$ cat config.mk
export PLATFORM = sky130hd
export DESIGN_NAME = tagdir
export DESIGN_NICKNAME = d
export VERILOG_FILES = /design/src/rtl/tagdir_pkg.sv /design/src/rtl/tagdir_match.sv /design/src/rtl/tagdir_repl.sv /design/src/rtl/tagdir.sv
export SDC_FILE = /design/constraint.sdc
export NUM_CORES = 1
export LEC_CHECK = 0
export BUFFER_PORTS_ARGS = -buffer_cell sky130_fd_sc_hd__buf_2
export CAP_MARGIN = 20
export CORE_MARGIN = 4
export CORE_UTILIZATION = 60
export DETAILED_ROUTE_END_ITERATION = 10
export GPL_TIMING_DRIVEN = 1
export HOLD_SLACK_MARGIN = 0.02
export PLACE_DENSITY = 0.77
export REMOVE_ABC_BUFFERS = 1
export SYNTH_ARGS = -nofsm -noshare
export SYNTH_HDL_FRONTEND = slang
export SYNTH_SLANG_ARGS = --single-unit
$ cat constraint.sdc
create_clock -name clk_i -period 10.55 [get_ports clk_i]
set_input_delay 0.5275 -clock clk_i [delete_from_list [all_inputs] [get_ports clk_i]]
set_output_delay 0.5275 -clock clk_i [all_outputs]
set_load 0.1 [all_outputs]
$ cat src/rtl/tagdir_pkg.sv
package tagdir_pkg;
  typedef enum logic [1:0] {
    PERM_NP  = 2'd0,
    PERM_INV = 2'd1,
    PERM_RO  = 2'd2,
    PERM_RW  = 2'd3
  } perm_e;

  typedef enum logic [1:0] {
    KIND_LOAD   = 2'd0,
    KIND_IFETCH = 2'd1,
    KIND_STORE  = 2'd2,
    KIND_ATOMIC = 2'd3
  } kind_e;

  typedef enum logic [3:0] {
    CMD_CHECK      = 4'd0,
    CMD_LOOKUP_ANY = 4'd1,
    CMD_AVAIL      = 4'd2,
    CMD_ALLOC      = 4'd3,
    CMD_DEALLOC    = 4'd4,
    CMD_PROBE      = 4'd5,
    CMD_TOUCH      = 4'd6,
    CMD_LOCK_SET   = 4'd7,
    CMD_LOCK_CLR   = 4'd8,
    CMD_LOCK_TEST  = 4'd9,
    CMD_SET_PERM   = 4'd10
  } cmd_e;
endpackage

$ cat src/rtl/tagdir_match.sv
module tagdir_match #(
  parameter int WAYS   = 4,
  parameter int ADDR_W = 12,
  localparam int WAY_W = $clog2(WAYS)
) (
  input  logic [ADDR_W-1:0]             addr_i,
  input  logic [WAYS-1:0][ADDR_W-1:0]   tags_i,
  input  logic [WAYS-1:0][1:0]          perms_i,
  input  logic [WAYS-1:0]               occ_i,
  output logic                          hit_o,
  output logic [WAY_W-1:0]              hit_way_o,
  output logic                          any_hit_o,
  output logic [WAY_W-1:0]              any_way_o,
  output logic                          free_o,
  output logic [WAY_W-1:0]              free_way_o
);
  import tagdir_pkg::*;

  logic [WAYS-1:0] tag_eq, vis_eq, is_free;

  for (genvar w = 0; w < WAYS; w++) begin : g_way
    assign tag_eq[w]  = occ_i[w] && (tags_i[w] == addr_i);
    assign vis_eq[w]  = tag_eq[w] && (perms_i[w] != PERM_NP);
    assign is_free[w] = !occ_i[w] || (perms_i[w] == PERM_NP);
  end

  // descending scan so the lowest index wins
  always_comb begin
    hit_way_o  = '0;
    any_way_o  = '0;
    free_way_o = '0;
    for (int w = WAYS-1; w >= 0; w--) begin
      if (vis_eq[w])  hit_way_o  = WAY_W'(w);
      if (tag_eq[w])  any_way_o  = WAY_W'(w);
      if (is_free[w]) free_way_o = WAY_W'(w);
    end
  end

  assign hit_o     = |vis_eq;
  assign any_hit_o = |tag_eq;
  assign free_o    = |is_free;
endmodule

$ cat src/rtl/tagdir_repl.sv
module tagdir_repl #(
  parameter int SETS     = 4,
  parameter int WAYS     = 4,
  parameter bit USE_PLRU = 1'b0,
  localparam int SET_W   = $clog2(SETS),
  localparam int WAY_W   = $clog2(WAYS)
) (
  input  logic             clk_i,
  input  logic             rst_ni,
  input  logic [SET_W-1:0] set_i,
  input  logic             touch_i,
  input  logic [WAY_W-1:0] touch_way_i,
  output logic [WAY_W-1:0] vic_way_o
);
  if (USE_PLRU) begin : g_plru
    logic [WAYS-2:0] tree_q [SETS];
    logic [WAYS-2:0] tree_nxt;

    always_comb begin
      int n;
      n = 1;
      for (int l = 0; l < WAY_W; l++) n = 2 * n + int'(tree_q[set_i][n-1]);
      vic_way_o = WAY_W'(n - WAYS);
      tree_nxt = tree_q[set_i];
      n = 1;
      for (int l = 0; l < WAY_W; l++) begin
        tree_nxt[n-1] = ~touch_way_i[WAY_W-1-l];  // point away from touched way
        n = 2 * n + int'(touch_way_i[WAY_W-1-l]);
      end
    end

    always_ff @(posedge clk_i or negedge rst_ni) begin
      if (!rst_ni) begin
        for (int s = 0; s < SETS; s++) tree_q[s] <= '0;
      end else if (touch_i) begin
        tree_q[set_i] <= tree_nxt;
      end
    end
  end else begin : g_lru
    logic [WAYS-1:0][WAY_W-1:0] age_q [SETS];
    logic [WAY_W-1:0] age_t;

    assign age_t = age_q[set_i][touch_way_i];

    always_comb begin
      vic_way_o = '0;
      for (int w = 0; w < WAYS; w++)
        if (age_q[set_i][w] == WAY_W'(WAYS-1)) vic_way_o = WAY_W'(w);
    end

    always_ff @(posedge clk_i or negedge rst_ni) begin
      if (!rst_ni) begin
        for (int s = 0; s < SETS; s++)
          for (int w = 0; w < WAYS; w++) age_q[s][w] <= WAY_W'(WAYS-1-w);
      end else if (touch_i) begin
        for (int w = 0; w < WAYS; w++) begin
          if (WAY_W'(w) == touch_way_i)   age_q[set_i][w] <= '0;
          else if (age_q[set_i][w] < age_t) age_q[set_i][w] <= age_q[set_i][w] + 1'b1;
        end
      end
    end
  end

  // a just-touched way is never the next victim of the same set
  a_r9_touch_not_victim: assert property (@(posedge clk_i) disable iff (!rst_ni)
    ($past(touch_i) && set_i == $past(set_i)) |-> vic_way_o != $past(touch_way_i));
endmodule

$ cat src/rtl/tagdir.sv
module tagdir #(
  parameter int ADDR_W     = 12,
  parameter int CAP_BYTES  = 256,
  parameter int WAYS       = 4,
  parameter int LINE_BYTES = 16,
  parameter int INDEX_LSB  = 0,
  parameter int CTX_W      = 4,
  parameter bit USE_PLRU   = 1'b0,
  localparam int SETS      = CAP_BYTES / WAYS / LINE_BYTES,
  localparam int SET_W     = $clog2(SETS),
  localparam int WAY_W     = $clog2(WAYS)
) (
  input  logic              clk_i,
  input  logic              rst_ni,
  input  logic              req_valid_i,
  output logic              req_ready_o,
  input  logic [3:0]        req_cmd_i,
  input  logic [ADDR_W-1:0] req_addr_i,
  input  logic [1:0]        req_kind_i,
  input  logic [1:0]        req_perm_i,
  input  logic [CTX_W-1:0]  req_ctx_i,
  output logic              rsp_valid_o,
  output logic              rsp_ok_o,
  output logic              rsp_err_o,
  output logic [WAY_W-1:0]  rsp_way_o,
  output logic [ADDR_W-1:0] rsp_addr_o
);
  import tagdir_pkg::*;

  localparam logic [CTX_W-1:0] NO_OWNER = '1;

  logic [WAYS-1:0][ADDR_W-1:0] tag_q  [SETS];
  logic [WAYS-1:0][1:0]        perm_q [SETS];
  logic [WAYS-1:0][CTX_W-1:0]  lock_q [SETS];
  logic [WAYS-1:0]             occ_q  [SETS];

  cmd_e             cmd;
  logic [SET_W-1:0] set_idx;
  logic             hit, any_hit, free, avail, alloc_err;
  logic [WAY_W-1:0] hit_way, any_way, free_way, vic_way;
  logic [1:0]       cur_perm;
  logic             touch_en;
  logic [WAY_W-1:0] touch_way;
  logic             ok_d, err_d;
  logic [WAY_W-1:0] way_d;
  logic [ADDR_W-1:0] addr_d;

  assign cmd         = cmd_e'(req_cmd_i);
  assign set_idx     = req_addr_i[INDEX_LSB +: SET_W];
  assign req_ready_o = 1'b1;

  tagdir_match #(.WAYS(WAYS), .ADDR_W(ADDR_W)) u_match (
    .addr_i    (req_addr_i),
    .tags_i    (tag_q[set_idx]),
    .perms_i   (perm_q[set_idx]),
    .occ_i     (occ_q[set_idx]),
    .hit_o     (hit),
    .hit_way_o (hit_way),
    .any_hit_o (any_hit),
    .any_way_o (any_way),
    .free_o    (free),
    .free_way_o(free_way)
  );

  tagdir_repl #(.SETS(SETS), .WAYS(WAYS), .USE_PLRU(USE_PLRU)) u_repl (
    .clk_i      (clk_i),
    .rst_ni     (rst_ni),
    .set_i      (set_idx),
    .touch_i    (touch_en),
    .touch_way_i(touch_way),
    .vic_way_o  (vic_way)
  );

  assign cur_perm  = perm_q[set_idx][hit_way];
  assign avail     = any_hit || free;
  assign alloc_err = hit || !free;

  always_comb begin
    ok_d      = 1'b0;
    err_d     = 1'b0;
    way_d     = '0;
    addr_d    = '0;
    touch_en  = 1'b0;
    touch_way = hit_way;
    unique case (cmd)
      CMD_CHECK: begin
        ok_d     = hit && (cur_perm == PERM_RW ||
                   (cur_perm == PERM_RO && (req_kind_i == KIND_LOAD || req_kind_i == KIND_IFETCH)));
        touch_en = req_valid_i && hit;
        way_d    = hit_way;
      end
      CMD_LOOKUP_ANY, CMD_SET_PERM: begin
        ok_d  = any_hit;
        way_d = any_way;
      end
      CMD_AVAIL: ok_d = avail;
      CMD_ALLOC: begin
        err_d     = alloc_err;
        ok_d      = !alloc_err;
        way_d     = free_way;
        touch_en  = req_valid_i && !alloc_err;
        touch_way = free_way;
      end
      CMD_DEALLOC: begin
        ok_d  = hit;
        way_d = hit_way;
      end
      CMD_PROBE: begin
        ok_d   = !avail;
        way_d  = vic_way;
        addr_d = tag_q[set_idx][vic_way];
      end
      CMD_TOUCH: begin
        ok_d     = hit;
        way_d    = hit_way;
        touch_en = req_valid_i && hit;
      end
      CMD_LOCK_SET, CMD_LOCK_CLR: begin
        ok_d  = hit;
        err_d = !hit;
        way_d = hit_way;
      end
      CMD_LOCK_TEST: begin
        ok_d  = hit && (lock_q[set_idx][hit_way] == req_ctx_i);
        err_d = !hit;
        way_d = hit_way;
      end
      default: ;
    endcase
  end

  always_ff @(posedge clk_i or negedge rst_ni) begin
    if (!rst_ni) begin
      for (int s = 0; s < SETS; s++) begin
        tag_q[s]  <= '0;
        perm_q[s] <= '0;
        lock_q[s] <= {WAYS{NO_OWNER}};
        occ_q[s]  <= '0;
      end
    end else if (req_valid_i) begin
      unique case (cmd)
        CMD_ALLOC: if (!alloc_err) begin
          tag_q[set_idx][free_way]  <= req_addr_i;
          perm_q[set_idx][free_way] <= PERM_INV;
          lock_q[set_idx][free_way] <= NO_OWNER;
          occ_q[set_idx][free_way]  <= 1'b1;
        end
        CMD_DEALLOC: if (hit) begin
          occ_q[set_idx][hit_way]  <= 1'b0;
          perm_q[set_idx][hit_way] <= PERM_NP;
        end
        CMD_LOCK_SET: if (hit) lock_q[set_idx][hit_way] <= req_ctx_i;
        CMD_LOCK_CLR: if (hit) lock_q[set_idx][hit_way] <= NO_OWNER;
        CMD_SET_PERM: if (any_hit) perm_q[set_idx][any_way] <= req_perm_i;
        default: ;
      endcase
    end
  end

  always_ff @(posedge clk_i or negedge rst_ni) begin
    if (!rst_ni) begin
      rsp_valid_o <= 1'b0;
      rsp_ok_o    <= 1'b0;
      rsp_err_o   <= 1'b0;
      rsp_way_o   <= '0;
      rsp_addr_o  <= '0;
    end else begin
      rsp_valid_o <= req_valid_i;
      rsp_ok_o    <= req_valid_i && ok_d;
      rsp_err_o   <= req_valid_i && err_d;
      rsp_way_o   <= way_d;
      rsp_addr_o  <= addr_d;
    end
  end

  a_r2_rsp_follows: assert property (@(posedge clk_i) disable iff (!rst_ni)
    req_valid_i |=> rsp_valid_o);
  a_r2_no_spurious: assert property (@(posedge clk_i) disable iff (!rst_ni)
    !req_valid_i |=> !rsp_valid_o);
  a_r3_ro_store_denied: assert property (@(posedge clk_i) disable iff (!rst_ni)
    (req_valid_i && cmd == CMD_CHECK && hit && cur_perm == PERM_RO && req_kind_i == KIND_STORE)
      |=> !rsp_ok_o);
  a_r6_alloc_fields: assert property (@(posedge clk_i) disable iff (!rst_ni)
    (req_valid_i && cmd == CMD_ALLOC && !alloc_err) |=>
      (occ_q[$past(set_idx)][$past(free_way)] &&
       perm_q[$past(set_idx)][$past(free_way)] == PERM_INV &&
       lock_q[$past(set_idx)][$past(free_way)] == NO_OWNER));
  a_r7_dup_alloc_err: assert property (@(posedge clk_i) disable iff (!rst_ni)
    (req_valid_i && cmd == CMD_ALLOC && hit) |=> (rsp_err_o && !rsp_ok_o));
  a_r8_dealloc_frees: assert property (@(posedge clk_i) disable iff (!rst_ni)
    (req_valid_i && cmd == CMD_DEALLOC && hit) |=> !occ_q[$past(set_idx)][$past(hit_way)]);
  a_r11_lock_written: assert property (@(posedge clk_i) disable iff (!rst_ni)
    (req_valid_i && cmd == CMD_LOCK_SET && hit) |=>
      lock_q[$past(set_idx)][$past(hit_way)] == $past(req_ctx_i));
endmodule

-- Word level (Yosys, flattened, before mapping)
Index checks and enable logic that the tools add are counted.
- add/subtract/negate cells: 4
- muxes and demuxes: 113
- bitwise operators: 20
- reduce and logical (&&, ||, !) cells: 61
- order comparisons: 14
- equal/unequal tests: 29
- operators by type and width (operator ; number):
    32-bit 2-to-1 mux ; 14
    192-bit bitwise mux ; 1
    64-bit 2-to-1 mux ; 3
    64-bit case mux with 3 select lines ; 1
    32-bit bitwise AND ; 5
    32-bit bitwise mux ; 5
    32-bit NOT ; 5
    48-bit 2-to-1 mux ; 3
    64-bit bitwise OR ; 2
    8-bit demux with 2-bit select ; 7
    48-bit binary-select mux with 2-bit select ; 1
    48-bit demux with 2-bit select ; 1
    16-bit 2-to-1 mux ; 6
    32-bit case mux with 3 select lines ; 1
    64-bit bitwise mux ; 1
    16-bit demux with 2-bit select ; 2
    8-bit 2-to-1 mux ; 8
    12-bit == test ; 4
    2-bit 2-to-1 mux ; 21
    12-bit 2-to-1 mux ; 3
    16-bit bitwise AND ; 2
    16-bit binary-select mux with 2-bit select ; 1
    8-bit binary-select mux with 2-bit select ; 2
    4-bit demux with 2-bit select ; 4
    47 further kinds ; 138
- logic and storage cells: 314
- bits in registers: 353
- input bits: 27
- output and inout port bits: 18

-- Depth between registers and ports, before layout
- depth after elaboration: 29
- gate-level depth with buffers: 21
- mapped depth without buffers: 15

-- By module
Synthesis repeated with hierarchy kept, for this count alone.
- cell total of the unflattened synthesis: 1338
- area, all modules: 17907.2 µm²
- by module, submodules not included (module ; cells an instance ; area an instance (µm²) ; instances ; sequential area each (µm²)):
    tagdir ; 1060 ; 14921.8 ; 1 ; 8112.8
    tagdir_repl ; 179 ; 2210.9 ; 1 ; 820.8
    tagdir_match ; 99 ; 774.5 ; 1 ; 0.0

-- Worst setup path before layout
OpenSTA, ideal clock, no wires.
- kind: in2reg
- from: in req_addr_i[1]
- to: reg rsp_addr_o[5]
- required time: 10418 ps
- path slack: 5832 ps
- path buffers: 9
- stages: 18
- arrival time: 4586 ps
- setup time: 132 ps
- path through: buf_2 buf_6 buf_2 buf_2 buf_1 clkbuf_1 clkbuf_1 buf_1 mux4_2 ha_1 clkbuf_1 clkinv_1 a21oi_1 mux4_2 mux2i_1 a211oi_1 a21oi_1 nor2_1
- word-level cells in the longest chain between the ends: 11
- elaborated cells between the ends (all ways): 16
- classes of those cells: 3 x eq/ne; 12 x mux; 1 x bitwise
- RTL lines (item ; line ; text):
    start, declared ; tagdir.sv:18 ; input logic [ADDR_W-1:0] req_addr_i,
    2-bit NOT with 3-bit output * ; n/a ;
    8-bit binary-select mux with 2-bit select ; tagdir_repl.sv:48 ; if (age_q[set_i][w] == WAY_W'(WAYS-1)) vic_way_o = WAY_W'(w);
    8-bit 2-to-1 mux (implied by the code) (2 in series) ; tagdir_repl.sv:48 ;
    2-bit == test ; tagdir_repl.sv:48 ;
    1-bit 2-to-1 mux ; tagdir_repl.sv:48 ;
    2-bit 2-to-1 mux (2 in series) ; tagdir_repl.sv:48 ;
    12-bit binary-select mux with 2-bit select * ; tagdir.sv:111 ; addr_d = tag_q[set_idx][vic_way];
    12-bit 2-to-1 mux (implied by the code) * ; tagdir.sv:111 ;
    12-bit 2-to-1 mux * ; tagdir.sv:85 ; unique case (cmd)
    net addr_d[5] ; tagdir.sv:46 ; logic [ADDR_W-1:0] addr_d;
    end signal, assigned ; tagdir.sv:172 ; rsp_addr_o <= addr_d;
    end, declared ; tagdir.sv:26 ; output logic [ADDR_W-1:0] rsp_addr_o
Mark *: on every way through the listed nets, which the timed path passes. The rest lies on a longest branch. The select of a mux whose other input is x is not followed.
A chain may end at the register's enable or synchronous reset.

-- Final worst setup path
- from: in req_addr_i[0]
- to: reg u_repl.g_lru.age_q[31] (netlist name)
- word-level cells in the longest chain between the ends: 29
- elaborated cells between the ends (all ways): 103
- classes of those cells: 4 x add/sub; 6 x order compare; 7 x eq/ne; 44 x mux; 9 x bitwise; 33 x reduce/logical
- RTL lines (item ; line ; text):
    2-bit NOT with 3-bit output ; n/a ;
    48-bit binary-select mux with 2-bit select ; tagdir.sv:54 ; .tags_i (tag_q[set_idx]),
    48-bit 2-to-1 mux (implied by the code) (2 in series) ; tagdir.sv:54 ;
    12-bit == test ; tagdir_match.sv:22 ; assign tag_eq[w] = occ_i[w] && (tags_i[w] == addr_i);
    1-bit logical AND ; tagdir_match.sv:22 ;
    1-bit logical AND ; tagdir_match.sv:23 ; assign vis_eq[w] = tag_eq[w] && (perms_i[w] != PERM_NP);
    2-bit 2-to-1 mux (4 in series) ; tagdir_match.sv:33 ; if (vis_eq[w]) hit_way_o = WAY_W'(w);
    2-bit 2-to-1 mux ; tagdir.sv:85 ;
    [... 9 more ...] ; n/a ;
    32-bit 2-to-1 mux ; tagdir_repl.sv:55 ; end else if (touch_i) begin
    32-bit bitwise mux ; tagdir_repl.sv:58 ; else if (age_q[set_i][w] < age_t) age_q[set_i][w] <= age_q[set_i][w] + 1'b1;
    32-bit 2-to-1 mux ; tagdir_repl.sv:58 ;
    32-bit 2-to-1 mux ; tagdir_repl.sv:57 ; if (WAY_W'(w) == touch_way_i) age_q[set_i][w] <= '0;
    32-bit 2-to-1 mux ; tagdir_repl.sv:55 ;
    32-bit bitwise mux ; tagdir_repl.sv:58 ;
    32-bit 2-to-1 mux ; tagdir_repl.sv:58 ;
    32-bit 2-to-1 mux ; tagdir_repl.sv:57 ;
    end signal, assigned by index ; tagdir_repl.sv:57 ;
    end, declared ; tagdir_repl.sv:40 ; logic [WAYS-1:0][WAY_W-1:0] age_q [SETS];
Parallel ways exist; a longest one is shown, timed or not. The select of a mux whose other input is x is not followed.

==> flow_metrics.env <==
export IMPL_outcome="completed"
export IMPL_max_freq_mhz=176
export IMPL_drcViolationCount=0
export IMPL_cp_common_cell="nand2_1"
export IMPL_fin_crit_sh=0.538
export IMPL_cellPowerDensity_mw_per_mm2=163
export IMPL_cts_root_buffer="clkbuf_16"
export IMPL_layout_common_cells="273 x dfrtp_1, 171 x mux2_2, 150 x nor2_1"
export IMPL_ys_async_sr_fraction=1.00
export IMPL_synth_area_leaders="dfrtp_1 36%, dfstp_2 11%, mux2_2 10%"
export IMPL_die_area_mm2=0.0342
export IMPL_drtIter0Drc=1459
export IMPL_clk_pin_slew_ns=0.06
export IMPL_hpwl_um=32100
export IMPL_synth_fa_ha_area_frac=0.00466
export IMPL_first_pass_iters=6
export IMPL_core_area_mm2=0.0307
export IMPL_synth_top_area_share=0.363
export IMPL_cp_start_kind="primary input"
export IMPL_avgSynthCellArea_um2=11.5
export IMPL_layout_drive_gt1_share=0.311
export IMPL_yosysSeqAreaShare=0.475
export IMPL_cts_buffer_depth=3
export IMPL_ctsResizeCount=0
export IMPL_finalSetupViolCount=0
export IMPL_path_class="in -> reg"
export IMPL_wl_per_cell_um=23.4
export IMPL_grt_pass1_vias=13959
export IMPL_post_place_cells=1989
export IMPL_synth_top_family_by_area="multiplexers"
export IMPL_critPathSlowestCell="buf_4"
export IMPL_vdd_drop_max_v=0.000147
export IMPL_synthSimpleGateAreaFrac=0.109
export IMPL_antenna_found_initial=0
export IMPL_drt_vias_per_instance=6.75
export IMPL_cts_sinks=353
export IMPL_finClkSkew_ns=0.0103
export IMPL_path_cells="buf_6 > buf_4 > mux4_2 > xnor2_1 > o221ai_2 > nor4b_1 > a21o_1 > nor3b_2 > a21boi_2 > nand2_1 > nand2_1 > o21ai_0 > ha_1 > o41a_1 > a21oi_2 > and2b_1 > a32o_1"
export IMPL_end_kind="register"
export IMPL_synth_compound_area_frac=0.132
export IMPL_synth_seq_cells=353
export IMPL_grt_ovfl_total=0
export IMPL_setup_tns_ns=0
export IMPL_die_height_um=185
export IMPL_numCtsBuffers=39
export IMPL_synth_edf_count=0
export IMPL_fin_cells=2063
export IMPL_port_buffers=42
export IMPL_grt_pass1_wl_um=78300
export IMPL_yosys_mux_area_fraction=0.222
export IMPL_ys_types=97
export IMPL_crit_path_start="req_addr_i[0]"
export IMPL_r2r_start="tag_q[43]"
export IMPL_place_worst_setup_slack_ns=4.38
export IMPL_cp_arrival_ns=6.13
export IMPL_slowest_delay_ns=0.66
export IMPL_synthFlopType="dfrtp_1"
export IMPL_die_w_um=185
export IMPL_finalMaxSlewViolations=0
export IMPL_grt_start_max_net_pins=131
export IMPL_initial_core_util=0.611
export IMPL_antenna_cells=0
export IMPL_nNetsFinal=1671
export IMPL_io_pins=45
export IMPL_worstPathRequired_ns=11.01
export IMPL_cts_tree="done"
export IMPL_p_leak_nw=8.95
export IMPL_rsz0062_at_grt="no"
export IMPL_vias=13916
export IMPL_worstMarginPinSlew_ns=1.05
export IMPL_syn_to_final_growth_pct=9.60
export IMPL_wl_um=48300
export IMPL_fin_ws_ns=4.88
export IMPL_ys_warn_count=0
export IMPL_critPathMaxFanout=58
export IMPL_relSlewSlack=0.299
export IMPL_gp_congestion=0.991
export IMPL_cts_setup_buffers=0
export IMPL_final_common_cell="dfrtp_1"
export IMPL_period_minus_slack_ns=5.67
export IMPL_cts_hold_buffers=0
export IMPL_track_usage=0.288
export IMPL_final_antenna_net_count=0
export IMPL_syn_instance_count=1637
export IMPL_worstHoldPathType="in -> async"
export IMPL_hold_violations=0
export IMPL_syn_area_mm2=0.0188
export IMPL_synth_top_area_cell="dfrtp_1"
export IMPL_clk_latency_ns=0.53
export IMPL_cap_violations=0
export IMPL_postLayoutCellArea_mm2=0.0206
export IMPL_row_count=64
export IMPL_dpl_cell_area_mm2=0.0192
export IMPL_finalPower_mw=3.36
export IMPL_cts_htree_levels=2
export IMPL_synthXorXnorAreaFrac=0.0232
-- cell usage after synthesis, types with 11 or more instances --
master / instances
nand2_1: 84
dfstp_2: 80
inv_1: 19
a31oi_1: 20
a211oi_1: 18
xnor2_1: 39
nor2b_1: 27
mux2i_1: 34
mux2_2: 171
a21oi_1: 102
o21ai_0: 106
clkbuf_1: 69
dfrtp_1: 273
nor2_1: 150
nor3_1: 13
or2_2: 24
a32o_1: 13
nand3_1: 24
mux4_2: 79
nand2b_1: 15
nand4_1: 11
o22a_1: 17
buf_2: 28
o21ai_1: 17
-- registers in the layout, indices dropped and copies added, names as in the netlist --
register            cells
rsp_err_o               1
tag_q                 192
rsp_addr_o             12
rsp_way_o               2
u_repl.g_lru.age_q     32
perm_q                 32
rsp_valid_o             1
lock_q                 64
rsp_ok_o                1
occ_q                  16
-- power by group --
group          switching (mW)  total (mW)  internal, mW
clock                   0.551        1.42         0.867
sequential             0.0534        1.51          1.46
combinational           0.251       0.423         0.173
total                   0.855        3.36          2.50
-- critical path: cells and delay by family --
kind                     cells  cell delay [ns]
XOR/XNOR                     1             0.30
adder cells (fa/ha/maj)      1             0.34
AND/OR/NAND/NOR              5             1.34
multiplexers                 1             0.65
buffers and inverters        2             1.19
AO/OA/AOI/OAI                7             1.70
-- layout make-up --
class,instances,area (um2)
sequential,353,8930
timing repair buffer,76,515
clock inverter,14,191
multi-input combinational,1146,9230
tap,396,495
fill,2292,10100
inverter,21,78.8
clock buffer,57,1160
-- worst paths after layout --
path	endpoint	slack [ns]	cells past startpoint
max	u_repl.g_lru.age_q[31]	4.88	17
min	tag_q[142]	0.1	1
max reg2reg	u_repl.g_lru.age_q[31]	5.89	15
min reg2reg	tag_q[96]	0.47	1
max in group asynchronous	tag_q[123]	8.25	4
min in group clk_i	rsp_valid_o	0.25	1
-- cells by family (layout without fill, tap and decap cells) --
group           count (synthesis)  count (layout)
flops                         353             353
buf+inv                       138             168
compound gates                388             388
fa+ha+maj                       7               7
xor+xnor                       48              48
mux                           290             290
other cells                     1               1
simple gates                  412             412
-- through the flow --
step | hold slack, ns | util
global route | 0.184 | 0.670
finish | 0.0953 | 0.670
detailed placement | 0.454 | 0.625
floorplan | 0.232 | -
CTS | 0.153 | 0.669
global placement | 0.452 | 0.624
-- metal layers --
layer,global-route usage,wire length (um),vias up
met4,0.0851,1230,0
met2,0.451,22800,634
met1,0.426,20600,7141
li1,-,-,6040
met5,0,0,-
met3,0.0418,3740,101
Power figures use the tool's default switching activity.
